==> src/rtl/slotctl_pkg.sv <==
package slotctl_pkg;

    typedef enum logic [1:0] {
        SP_ID  = 2'b00,
        SP_INT = 2'b01,
        SP_IO  = 2'b10,
        SP_MEM = 2'b11
    } space_e;

    typedef enum logic [1:0] {
        CY_IDLE   = 2'd0,
        CY_ACTIVE = 2'd1,
        CY_DONE   = 2'd2
    } cyc_state_e;

    typedef enum logic {
        RG_IDLE  = 1'b0,
        RG_PULSE = 1'b1
    } rst_state_e;

    // control word bit positions
    localparam int unsigned CTL_RECOV = 0;
    localparam int unsigned CTL_FAST  = 1;
    localparam int unsigned CTL_TMOEN = 2;
    localparam int unsigned CTL_EDGE0 = 3;
    localparam int unsigned CTL_W     = 5;

    // word indices (byte address >> 1)
    localparam logic [6:0] W_REV  = 7'd0;
    localparam logic [6:0] W_RST  = 7'd5;
    localparam logic [6:0] W_STAT = 7'd6;

endpackage

==> src/rtl/slotctl_recover.sv <==
module slotctl_recover #(
    parameter int unsigned RECOV_CYC = 125
) (
    input  logic clk,
    input  logic rst_n,
    input  logic en,
    input  logic load,
    output logic ready
);
    localparam int unsigned CW = $clog2(RECOV_CYC + 1);

    logic [CW-1:0] cnt_q;

    always_ff @(posedge clk or negedge rst_n) begin
        if (!rst_n) begin
            cnt_q <= '0;
        end else if (load && en) begin
            cnt_q <= CW'(RECOV_CYC);
        end else if (cnt_q != '0) begin
            cnt_q <= cnt_q - 1'b1;
        end
    end

    always_comb ready = (cnt_q == '0);

    // a slot whose cycle just ended with recovery enabled is not ready next cycle
    a_r6_gap_blocks: assert property (@(posedge clk) disable iff (!rst_n)
        (load && en) |=> !ready);

endmodule

==> src/rtl/slotctl_resetgen.sv <==
module slotctl_resetgen import slotctl_pkg::*; #(
    parameter int unsigned RST_CYC = 25000
) (
    input  logic clk,
    input  logic rst_n,
    input  logic fire,
    output logic rst_out_n
);
    localparam int unsigned CW = $clog2(RST_CYC + 1);

    rst_state_e    state_q, state_n;
    logic [CW-1:0] cnt_q;

    always_ff @(posedge clk or negedge rst_n) begin
        if (!rst_n) state_q <= RG_IDLE;
        else        state_q <= state_n;
    end

    always_comb begin
        state_n = state_q;
        unique case (state_q)
            RG_IDLE:  if (fire) state_n = RG_PULSE;
            RG_PULSE: if (!fire && cnt_q == CW'(1)) state_n = RG_IDLE;
            default:  state_n = RG_IDLE;
        endcase
    end

    always_ff @(posedge clk or negedge rst_n) begin
        if (!rst_n) begin
            cnt_q <= '0;
        end else if (fire) begin
            cnt_q <= CW'(RST_CYC);
        end else if (state_q == RG_PULSE && cnt_q != '0) begin
            cnt_q <= cnt_q - 1'b1;
        end
    end

    always_comb rst_out_n = rst_n && (state_q == RG_IDLE);

    // a start write drives the module reset low from the next cycle
    a_r3_fire_low: assert property (@(posedge clk) disable iff (!rst_n)
        fire |=> !rst_out_n);

    // the pulse ends once the last count is spent without a new start
    a_r4_release: assert property (@(posedge clk) disable iff (!rst_n)
        (state_q == RG_PULSE && !fire && cnt_q == CW'(1)) |=> rst_out_n);

endmodule

==> src/rtl/slotctl_cycle.sv <==
module slotctl_cycle import slotctl_pkg::*; #(
    parameter int unsigned N_SLOTS   = 4,
    parameter int unsigned TMO_TICKS = 32,
    localparam int unsigned SW = $clog2(N_SLOTS),
    localparam int unsigned TW = $clog2(TMO_TICKS + 1)
) (
    input  logic               clk,
    input  logic               rst_n,
    input  logic               req,
    input  logic [SW-1:0]      slot,
    input  logic [1:0]         space,
    input  logic [N_SLOTS-1:0] ready,
    input  logic [N_SLOTS-1:0] fast,
    input  logic               tick_slow,
    input  logic               tick_fast,
    input  logic [N_SLOTS-1:0] ack,
    output logic               busy,
    output logic               done,
    output logic               timeout,
    output logic [N_SLOTS-1:0] intsel_n,
    output logic               end_pulse,
    output logic [SW-1:0]      end_slot,
    output logic [N_SLOTS-1:0] tmo_set
);
    cyc_state_e    state_q, state_n;
    logic [SW-1:0] slot_q;
    logic [1:0]    space_q;
    logic [TW-1:0] tick_cnt_q;
    logic          tmo_q;
    logic          tick_sel, tmo_hit, ack_hit, start;

    always_comb begin
        tick_sel = fast[slot_q] ? tick_fast : tick_slow;
        tmo_hit  = tick_sel && (tick_cnt_q == TW'(TMO_TICKS - 1));
        ack_hit  = ack[slot_q];
    end

    always_ff @(posedge clk or negedge rst_n) begin
        if (!rst_n) state_q <= CY_IDLE;
        else        state_q <= state_n;
    end

    always_comb begin
        state_n = state_q;
        unique case (state_q)
            CY_IDLE:   if (req && ready[slot]) state_n = CY_ACTIVE;
            CY_ACTIVE: if (ack_hit || tmo_hit) state_n = CY_DONE;
            CY_DONE:   state_n = CY_IDLE;
            default:   state_n = CY_IDLE;
        endcase
    end

    always_comb start = (state_q == CY_IDLE) && (state_n == CY_ACTIVE);

    always_ff @(posedge clk or negedge rst_n) begin
        if (!rst_n) begin
            slot_q     <= '0;
            space_q    <= SP_ID;
            tick_cnt_q <= '0;
            tmo_q      <= 1'b0;
        end else if (start) begin
            slot_q     <= slot;
            space_q    <= space;
            tick_cnt_q <= '0;
            tmo_q      <= 1'b0;
        end else if (state_q == CY_ACTIVE) begin
            if (tick_sel) tick_cnt_q <= tick_cnt_q + 1'b1;
            if (tmo_hit && !ack_hit) tmo_q <= 1'b1;
        end
    end

    always_comb begin
        busy      = (state_q == CY_ACTIVE);
        done      = (state_q == CY_DONE);
        timeout   = (state_q == CY_DONE) && tmo_q;
        end_pulse = (state_q == CY_ACTIVE) && (ack_hit || tmo_hit);
        end_slot  = slot_q;
        for (int s = 0; s < N_SLOTS; s++) begin
            intsel_n[s] = !((state_q == CY_ACTIVE) && (space_q == SP_INT) && (slot_q == SW'(s)));
            tmo_set[s]  = (state_q == CY_ACTIVE) && tmo_hit && !ack_hit && (slot_q == SW'(s));
        end
    end

    // at most one interrupt-select strobe, and only inside a cycle
    a_r9_intsel_single: assert property (@(posedge clk) disable iff (!rst_n)
        $onehot0(~intsel_n));
    a_r9_intsel_busy: assert property (@(posedge clk) disable iff (!rst_n)
        (intsel_n != '1) |-> busy);
    // the tick counter never passes the timeout limit inside a cycle
    a_r7_cnt_bound: assert property (@(posedge clk) disable iff (!rst_n)
        (state_q == CY_ACTIVE) |-> (tick_cnt_q < TW'(TMO_TICKS)));
    // the end marker lasts one cycle
    a_r5_done_single: assert property (@(posedge clk) disable iff (!rst_n)
        done |=> !done);
    // a cycle only starts on a ready slot
    a_r6_start_ready: assert property (@(posedge clk) disable iff (!rst_n)
        (state_q == CY_IDLE && req && !ready[slot]) |=> !busy);

endmodule

==> src/rtl/slotctl_regs.sv <==
module slotctl_regs import slotctl_pkg::*; #(
    parameter int unsigned N_SLOTS = 4,
    parameter logic [15:0] REV_ID  = 16'h0012,
    localparam int unsigned NL     = 2 * N_SLOTS
) (
    input  logic               clk,
    input  logic               rst_n,
    input  logic [7:0]         addr,
    input  logic               we,
    input  logic [15:0]        wdata,
    output logic [15:0]        rdata,
    input  logic [N_SLOTS-1:0] err_n,
    input  logic [NL-1:0]      irq_n,
    input  logic [N_SLOTS-1:0] tmo_set,
    output logic [N_SLOTS-1:0] recov_en,
    output logic [N_SLOTS-1:0] fast,
    output logic               rst_fire,
    output logic               host_irq
);
    logic [6:0]                      word;
    logic                            wr_stat;
    logic [N_SLOTS-1:0][CTL_W-1:0]   ctrl_q;
    logic [N_SLOTS-1:0]              tmo_q;
    logic [N_SLOTS-1:0]              tmo_en;
    logic [NL-1:0]                   irq_prev_q, edge_q, int_bit, edge_mode;
    logic [15:0]                     status;

    always_comb begin
        word     = addr[7:1];
        wr_stat  = we && (word == W_STAT);
        rst_fire = we && (word == W_RST) && wdata[0];
    end

    for (genvar s = 0; s < N_SLOTS; s++) begin : g_slot
        always_ff @(posedge clk or negedge rst_n) begin
            if (!rst_n)                        ctrl_q[s] <= '0;
            else if (we && word == 7'(s + 1))  ctrl_q[s] <= wdata[CTL_W-1:0];
        end

        always_ff @(posedge clk or negedge rst_n) begin
            if (!rst_n)                                tmo_q[s] <= 1'b0;
            else if (tmo_set[s])                       tmo_q[s] <= 1'b1;
            else if (wr_stat && wdata[NL + s])         tmo_q[s] <= 1'b0;
        end

        always_comb begin
            recov_en[s] = ctrl_q[s][CTL_RECOV];
            fast[s]     = ctrl_q[s][CTL_FAST];
            tmo_en[s]   = ctrl_q[s][CTL_TMOEN];
        end
    end

    for (genvar i = 0; i < NL; i++) begin : g_line
        always_comb edge_mode[i] = ctrl_q[i / 2][CTL_EDGE0 + (i % 2)];

        always_ff @(posedge clk or negedge rst_n) begin
            if (!rst_n) begin
                irq_prev_q[i] <= 1'b1;
                edge_q[i]     <= 1'b0;
            end else begin
                irq_prev_q[i] <= irq_n[i];
                if (!edge_mode[i])                    edge_q[i] <= 1'b0;
                else if (irq_prev_q[i] && !irq_n[i])  edge_q[i] <= 1'b1;
                else if (wr_stat && wdata[i])         edge_q[i] <= 1'b0;
            end
        end

        always_comb int_bit[i] = edge_mode[i] ? edge_q[i] : !irq_n[i];

        // a falling request edge in edge mode is latched
        a_r11_edge_latch: assert property (@(posedge clk) disable iff (!rst_n)
            ($fell(irq_n[i]) && edge_mode[i] && !we) |=> int_bit[i]);
    end

    always_comb begin
        status   = {~err_n, tmo_q, int_bit};
        host_irq = (|int_bit) || (|(tmo_q & tmo_en));
        rdata    = '0;
        if (word == W_REV) begin
            rdata = REV_ID;
        end else if (word == W_STAT) begin
            rdata = status;
        end else begin
            for (int s = 0; s < N_SLOTS; s++) begin
                if (word == 7'(s + 1)) rdata[CTL_W-1:0] = ctrl_q[s];
            end
        end
    end

    // a write of one clears the timeout flag when no new timeout arrives
    a_r7_tmo_w1c: assert property (@(posedge clk) disable iff (!rst_n)
        (wr_stat && tmo_set == '0) |=> ((tmo_q & $past(wdata[NL+N_SLOTS-1:NL])) == '0));
    // a new timeout always shows up in the status word
    a_r7_tmo_sets: assert property (@(posedge clk) disable iff (!rst_n)
        (tmo_set != '0) |=> ((tmo_q & $past(tmo_set)) == $past(tmo_set)));

endmodule

==> src/rtl/slotctl_top.sv <==
module slotctl_top import slotctl_pkg::*; #(
    parameter int unsigned N_SLOTS   = 4,
    parameter int unsigned RECOV_CYC = 125,
    parameter int unsigned TMO_TICKS = 32,
    parameter int unsigned RST_CYC   = 25000,
    parameter logic [15:0] REV_ID    = 16'h0012
) (
    input  logic        clk,
    input  logic        rst_n,
    input  logic [7:0]  reg_addr,
    input  logic        reg_we,
    input  logic [15:0] reg_wdata,
    output logic [15:0] reg_rdata,
    input  logic        cyc_req,
    input  logic [1:0]  cyc_slot,
    input  logic [1:0]  cyc_space,
    output logic        cyc_busy,
    output logic        cyc_done,
    output logic        cyc_timeout,
    input  logic        tick_slow,
    input  logic        tick_fast,
    input  logic [3:0]  mod_ack,
    input  logic [3:0]  mod_err_n,
    input  logic [7:0]  mod_irq_n,
    output logic        mod_rst_n,
    output logic [3:0]  mod_intsel_n,
    output logic [3:0]  mod_fast,
    output logic        host_irq
);
    localparam int unsigned SW = $clog2(N_SLOTS);

    logic [N_SLOTS-1:0] recov_en, fast, ready, tmo_set;
    logic               end_pulse, rst_fire;
    logic [SW-1:0]      end_slot;

    slotctl_regs #(.N_SLOTS(N_SLOTS), .REV_ID(REV_ID)) u_regs (
        .clk      (clk),
        .rst_n    (rst_n),
        .addr     (reg_addr),
        .we       (reg_we),
        .wdata    (reg_wdata),
        .rdata    (reg_rdata),
        .err_n    (mod_err_n),
        .irq_n    (mod_irq_n),
        .tmo_set  (tmo_set),
        .recov_en (recov_en),
        .fast     (fast),
        .rst_fire (rst_fire),
        .host_irq (host_irq)
    );

    for (genvar s = 0; s < N_SLOTS; s++) begin : g_recov
        slotctl_recover #(.RECOV_CYC(RECOV_CYC)) u_recov (
            .clk   (clk),
            .rst_n (rst_n),
            .en    (recov_en[s]),
            .load  (end_pulse && end_slot == SW'(s)),
            .ready (ready[s])
        );
    end

    slotctl_cycle #(.N_SLOTS(N_SLOTS), .TMO_TICKS(TMO_TICKS)) u_cycle (
        .clk       (clk),
        .rst_n     (rst_n),
        .req       (cyc_req),
        .slot      (cyc_slot),
        .space     (cyc_space),
        .ready     (ready),
        .fast      (fast),
        .tick_slow (tick_slow),
        .tick_fast (tick_fast),
        .ack       (mod_ack),
        .busy      (cyc_busy),
        .done      (cyc_done),
        .timeout   (cyc_timeout),
        .intsel_n  (mod_intsel_n),
        .end_pulse (end_pulse),
        .end_slot  (end_slot),
        .tmo_set   (tmo_set)
    );

    slotctl_resetgen #(.RST_CYC(RST_CYC)) u_rstgen (
        .clk       (clk),
        .rst_n     (rst_n),
        .fire      (rst_fire),
        .rst_out_n (mod_rst_n)
    );

    always_comb mod_fast = fast;

endmodule

==> config.mk <==
export PLATFORM = sky130hd
export DESIGN_NAME = slotctl_top
export DESIGN_NICKNAME = d
export VERILOG_FILES = /design/src/rtl/slotctl_pkg.sv /design/src/rtl/slotctl_recover.sv /design/src/rtl/slotctl_resetgen.sv /design/src/rtl/slotctl_cycle.sv /design/src/rtl/slotctl_regs.sv /design/src/rtl/slotctl_top.sv
export SDC_FILE = /design/constraint.sdc
export NUM_CORES = 1
export LEC_CHECK = 0
export ABC_AREA = 1
export BUFFER_PORTS_ARGS = -buffer_cell sky130_fd_sc_hd__buf_2
export CAP_MARGIN = 20
export CORE_ASPECT_RATIO = 1.4
export CORE_MARGIN = 10
export CORE_UTILIZATION = 59
export CTS_CLUSTER_SIZE = 14
export DETAILED_ROUTE_END_ITERATION = 16
export GPL_TIMING_DRIVEN = 0
export HOLD_SLACK_MARGIN = 0.08
export PLACE_DENSITY = 0.92
export SYNTH_ARGS = -nofsm -noshare
export SYNTH_HDL_FRONTEND = slang
export SYNTH_HIERARCHICAL = 1
export SYNTH_SLANG_ARGS = --single-unit
==> constraint.sdc <==
create_clock -name clk -period 2.46 [get_ports clk]
set_clock_uncertainty 0.1 [all_clocks]
set_input_delay 0 -clock clk [delete_from_list [all_inputs] [get_ports clk]]
set_output_delay 0 -clock clk [all_outputs]
set_load 0.005 [all_outputs]
==> qor.txt, run 1 <==
run status - finished, final reports clean
crit-path cells - buf_6, inv_4, nand2_1, nand2_1, nand2_2, nand2_2, nand2_2, nand2_2, dlygate4sd3_1, nand3_2, nor2_1, inv_1, nand2_1
Hold Vio Cnt, Final - 0
most used cell, CP - nand2_2
multi-input logic area - 0.00302 mm2
core area - 0.00990 mm2
Leak Pwr - 3.78 nW
Ys Warns - 6
Total Routing Usage GR - 21.5%
GR Overflow Total - 0
Setup-failing EPs final - 0
post-synth top area share - 37.3%
Post-synth ARST share - 100%
vias per cell - 5.41
Initial Util - 60.3%
WL final - 15600 um
TritonCTS clock tree - built
Sequential Area - 0.00244 mm2
Max Clk Rate - 428 MHz
critical path capture point type - flip-flop
Cell Rows - 43
DRC - 0
mux contribution to synthesized area - 0%
Die ar. - 0.0146 mm2
VDD IR max - 0.511 mV
IO buf count - 73
final max-slew violation count - 0
WL/cell - 14.7 um
Core Util, Final - 72.6%
largest family of logic cells by synthesized area - simple AND/OR/NAND/NOR gates
delay-heaviest family, CP - buffers and inverters
Synth Area in Compound Gates - 6.12%
sequential area share after synthesis - 40.8%
crit path DAT - 2530 ps
syn nets - 863
total CTS buffers - 9
clock root buffer - clkbuf_16
PwrDens - 800 mW/mm2
share of cells above drive strength 1 - 21.6%
Worst setup SP type - flip-flop
buffers and inverters on the worst path - 4
1st-pass router iterations - 5
Cell variety after synth - 35
H-Tree Depth - 3
Cell Area, Synth - 0.00597 mm2
Worst Hold Class - input port to flip-flop
DRT iter0 DRCs - 409
max incr delay on CP - 580 ps
CTS Sinks - 97
die width - 105 um
top_reg_cell synth - dfrtp_1
syn_area_per_cell - 7.44 um2
EDFF count, synth - 0
WP data required - 2650 ps
max-cap violation count - 0
gp weighted congestion - 0.912
Setup Buffers After CTS - 0
Worst path slowest cell - dlygate4sd3_1
Bufs on Longest Clock Path - 2
Vias - 5750
synthesized instance count - 802
XOR/XNOR Fraction of Synth Area - 0.880%
Die Y - 139 um
Slew headroom - 43.0%
Place WS - 131 ps
Layout Nets - 982
Post-Synth Adder-Cell Area - 2.31%
post-synthesis simple-gate area fraction - 40.9%
slew of the pin with the lowest slew margin - 852 ps
area delta synth->final - 20.5%
vias in the first global route - 5816
largest net degree at the start of global routing - 75
Synth area leader - dfrtp_1
clk slew on worst S/H paths - 70 ps
I/O pin cnt - 79
Crit Path Class - flip-flop to flip-flop
fin crit share - 95.0%
number of synthesized register bits - 97
setup ws final - 123 ps
crit path max fanout - 9
Tmin final - 2340 ps
DP HPWL - 10500 um
Routed Antenna Nets - 0
initial antenna violation count - 1
first-pass GRT wire length - 26300 um
clk_lat worst skew - 350 ps
Filler Cell Count - 724
Area contributors post-synth - dfrtp_1 37%, nand2_1 15%, nand3_1 6.6%
registers in the layout (all words and copies together), names as in the netlist:
register and cells:
u_rstgen/state_q 1, u_regs/recov_en 4, u_regs/status 4, u_cycle/tick_cnt_q 6, g_recov.u_recov/cnt_q 28, u_regs/fast 4, u_regs/irq_prev_q 8, u_regs/edge_q 8
u_cycle/state_q 2, u_cycle/tmo_q 1, u_cycle/end_slot 2, u_regs/ctrl_q 12, u_cycle/space_q 2, u_rstgen/cnt_q 15
timing repair:
item	4_1_cts	5_1_grt
hold endpoints to repair	148	0
hold buffers	34	0
resized for setup	0	11
endpoints found under the setup margin	0	20
worst paths after layout:
path / start / endpoint / slack, ps / cells after the start
min in group asynchronous: rst_n / u_regs/irq_prev_q[4] / 140 / 2
max in group asynchronous: rst_n / u_rstgen/cnt_q[14] / 840 / 3
max: u_cycle/end_slot[0] / u_regs/status[8] / 120 / 13
max reg2reg: u_cycle/end_slot[0] / u_regs/status[8] / 120 / 13
min reg2reg: u_cycle/space_q[0] / u_cycle/space_q[0] / 390 / 2
min: reg_addr[7] / u_regs/ctrl_q[12] / 100 / 6
power breakdown:
group	total [mW]	internal (mW)	switching, mW	leakage, nW
combinational	1.92	0.751	1.17	2.46
sequential	2.48	2.00	0.480	1.18
clock	1.35	0.725	0.623	0.137
total	5.75	3.48	2.27	3.78
Yosys cell counts (8+ instances only):
cell,instances
a21oi_1,21
buf_4,8
dfrtp_1,89
dfstp_2,8
ha_1,11
inv_1,96
nand2_1,232
nand2_2,20
nand3_1,79
nand3b_1,14
nand4_1,17
nor2_1,89
nor2_2,10
nor2_4,14
o21ai_0,13
o21ai_1,22
layer usage:
metal / share of wire [%] / GRT usage [%] / wire length [um]
met3: 6.0 / 5.07 / 938
met2: 51 / 38.6 / 7990
met4: 3.5 / 9.28 / 551
met5: 0 / 0 / 0
met1: 39 / 23.4 / 6160
area by class of cell:
type | instances | area share [%]
diodes | 1 | 0.0348
plain buffers | 15 | 1.64
clock buffers | 10 | 3.32
clock inverters | 6 | 0.731
inverters | 106 | 5.85
multi-input cells | 584 | 41.9
flip-flops and latches | 97 | 33.9
well taps | 135 | 2.35
repair buffers | 108 | 10.2
metrics by stage:
step	cells	hold slack, ps	total power, mW	instance area [um2]	setup TNS, ps
after floorplan	802	-396	3.80	5970	0
after global placement	1010	16.7	4.18	6500	0
after detailed placement	1011	-173	4.28	6530	0
after CTS	1061	86.5	5.72	7170	0
after global routing	1062	132	6.14	7190	-4.63
final	1062	105	5.75	7190	0
placed cells by master, fill, tap and decap left out, types with 11 or more instances in the layout:
cell type / n
nand2_1: 232
nand2_2: 20
nor2_4: 16
ha_1: 11
nor2_2: 11
nand3_1: 79
dfrtp_1: 88
o21ai_0: 13
inv_1: 92
a21oi_1: 20
buf_2: 73
nor2_1: 86
o21ai_1: 22
dlygate4sd3_1: 34
nand4_1: 17
nand3b_1: 14
cell families (layout without fill, tap and decap cells):
family,Yosys count,after routing
buffers and inverters,121,245
AND/OR/NAND/NOR,501,501
AO/OA/AOI/OAI,66,66
other,0,1
XOR/XNOR,6,6
adder cells (fa/ha/maj),11,11
flip-flops,97,97
worst reg2reg max path: stages, from the launching register on:
cell	delay (ps)
dfrtp_1	400
buf_6	150
inv_4	90
nand2_1	50
nand2_1	80
nand2_2	90
nand2_2	90
nand2_2	60
nand2_2	50
dlygate4sd3_1	580
nand3_2	140
nor2_1	240
inv_1	90
nand2_1	70
No activity file was read; power rests on OpenSTA's default activity.
==> run 2: changes to the inputs <==
--- a/config.mk
+++ b/config.mk
@@ -10,12 +10,13 @@
 export CAP_MARGIN = 20
 export CORE_ASPECT_RATIO = 1.4
 export CORE_MARGIN = 10
-export CORE_UTILIZATION = 59
+export CORE_UTILIZATION = 60
+export CTS_BUF_LIST = sky130_fd_sc_hd__clkbuf_4 sky130_fd_sc_hd__clkbuf_8
 export CTS_CLUSTER_SIZE = 14
 export DETAILED_ROUTE_END_ITERATION = 16
 export GPL_TIMING_DRIVEN = 0
 export HOLD_SLACK_MARGIN = 0.08
-export PLACE_DENSITY = 0.92
+export PLACE_DENSITY = 0.93
 export SYNTH_ARGS = -nofsm -noshare
 export SYNTH_HDL_FRONTEND = slang
 export SYNTH_HIERARCHICAL = 1
==> run 2 against run 1 <==
First-iteration DRC count decreased by 8.6%. Final area about the same. Critical path depth fell by 3. Largest cell class unchanged. Worst hold slack lost 21 ps.
==> qor.txt, run 2 (same netlist as run 1, synthesis figures left out) <==
run status - finished, final reports clean
crit path from - reg_addr[1]
Cell Rows - 43 (unchanged)
vias in the first global route - 5714 (-1.8%)
WL/cell - 14.8 um (+0.30%)
WL final - 15800 um (+1.2%)
largest net degree at the start of global routing - 73 (-2.7%)
die width - 104 um (-0.68%)
H-Tree Depth - 3 (unchanged)
Setup Buffers After CTS - 0 (unchanged)
Worst setup SP type - input port
Tmin final - 2430 ps (+91.1 ps)
CTS Sinks - 97 (unchanged)
gp weighted congestion - 0.922 (+1.0%)
VDD IR max - 0.455 mV (-11%)
DP HPWL - 10500 um (-0.17%)
Max Clk Rate - 412 MHz (-3.8%)
multi-input logic area - 0.00301 mm2 (about the same)
largest register by flop count - g_recov.u_recov/cnt_q
Setup-failing EPs final - 0 (unchanged)
Top Registers - g_recov.u_recov/cnt_q (28), u_rstgen/cnt_q (15), u_regs/ctrl_q (12)
Layout Nets - 992 (+1.0%)
Non-Filler Instances - 1072 (+0.94%)
initial antenna violation count - 1 (unchanged)
TNS Setup - 0 ps (unchanged)
I/O pin cnt - 79 (unchanged)
Slew headroom - 39.7% (-3.3 points)
core area - 0.00985 mm2 (-0.54%)
TritonCTS clock tree - built
placed cells - 1011 (unchanged)
crit path DAT - 2660 ps (+130 ps)
slew of the pin with the lowest slew margin - 901 ps (+48.9 ps)
critical path capture point type - flip-flop
first-pass GRT wire length - 26700 um (+1.5%)
vias per cell - 5.44 (+0.46%)
Die ar. - 0.0144 mm2 (-1.4%)
Leak Pwr - 3.78 nW (about the same)
Total Routing Usage GR - 22.1% (+0.59 points)
total CTS buffers - 9 (unchanged)
DRC - 0 (unchanged)
IO buf count - 73 (unchanged)
Critical R2R Capture - u_regs/status[8]
R2R depth - 10 (-3)
clock root buffer - clkbuf_8
max reg flops - 28 (unchanged)
crit path max fanout - 10 (+1)
Die Y - 138 um (-0.72%)
clk_lat worst skew - 400 ps (+50 ps)
r2r setup slk - 140 ps (+20 ps)
Core Util, Final - 73.1% (+0.46 points)
GR Overflow Total - 0 (unchanged)
fin crit share - 98.7% (+3.7 points)
final max-slew violation count - 0 (unchanged)
Sequential Area - 0.00244 mm2 (unchanged)
PwrDens - 760 mW/mm2 (-5.0%)
most frequent cells in the layout - 232 x nand2_1, 92 x inv_1, 88 x dfrtp_1, 85 x nor2_1, 79 x nand3_1
max-cap violation count - 0 (unchanged)
area delta synth->final - 20.6% (about the same)
Worst Hold Class - input port to asynchronous set/reset pin
clk slew on worst S/H paths - 120 ps (+50 ps)
Routed Antenna Nets - 0 (unchanged)
Vias - 5831 (+1.4%)
Bufs on Longest Clock Path - 2 (unchanged)
most common cell after layout, fill and taps aside - nand2_1
1st-pass router iterations - 5 (unchanged)
RSZ-0062 raised after global routing - no
WP data required - 2690 ps (+40 ps)
Hold Vio Cnt, Final - 0 (unchanged)
Crit Path Class - input port to flip-flop
share of cells above drive strength 1 - 21.5% (-0.12 points)
worst r2r src - u_cycle/end_slot[1]
Filler Cell Count - 688 (-5.0%)
Initial Util - 60.6% (+0.33 points)
DRT iter0 DRCs - 374 (-8.6%)
## run 2: how the worst max path moves through the flow
stage	to	slack, ps	cells past startpoint
floorplan	g_recov[2].u_recov/cnt_q[1]	520	12
global placement	g_recov[3].u_recov/cnt_q[1]	200	12
detailed placement	g_recov[0].u_recov/cnt_q[1]	190	13
CTS	u_regs/ctrl_q[14]	80	9
global route	g_recov[0].u_recov/cnt_q[1]	2	15
finish	u_regs/ctrl_q[14]	30	10
## run 2: through the flow
stage	total power [mW]	hold slack, ps	setup WS [ps]	cell area [um2]
floorplan	3.80	-396	516	5970
global placement	4.17	16.3	203	6500
detailed placement	4.27	-160	185	6530
CTS	5.42	80.6	78.2	7170
global route	5.86	94.3	2.02	7200
finish	5.47	83.5	31.5	7200
## run 2: per-layer routing
layer  part of all wire, %  global-route usage [%]  up-vias
li1                      -                       -     2800
met1                    38                    24.2     2684
met2                    51                    38.3      271
met3                   6.1                    4.28       76
met4                   5.4                    13.5        0
met5                     0                       0        -
## run 2: what timing repair did
item | in CTS | in global routing
hold buffers | 44 | 0
gates resized for setup | 0 | 11
endpoints found under the hold margin | 150 | 0
endpoints found under the setup margin | 0 | 11
## run 2: critical path: stages
cell,delay (ps)
dlygate4sd3_1,530
buf_2,120
nand2_1,60
nor2_2,290
nand2_4,120
nor2_8,180
nand2_1,90
dlygate4sd3_1,560
o21ai_0,80
dlygate4sd3_1,630
## run 2: layout make-up
type	count	share of cell area (%)
plain buffers	15	1.63
well taps	135	2.35
inverters	106	5.84
clock inverters	7	1.06
flip-flops and latches	97	33.9
repair buffers	118	11.6
diodes	1	0.0348
multi-input cells	584	41.9
clock buffers	9	1.72
## run 2: report_power, final
part | internal (mW) | switching, mW | leakage, nW
Clock | 0.409 | 0.671 | 0.103
Sequential | 2.00 | 0.479 | 1.18
Combinational | 0.752 | 1.16 | 2.50
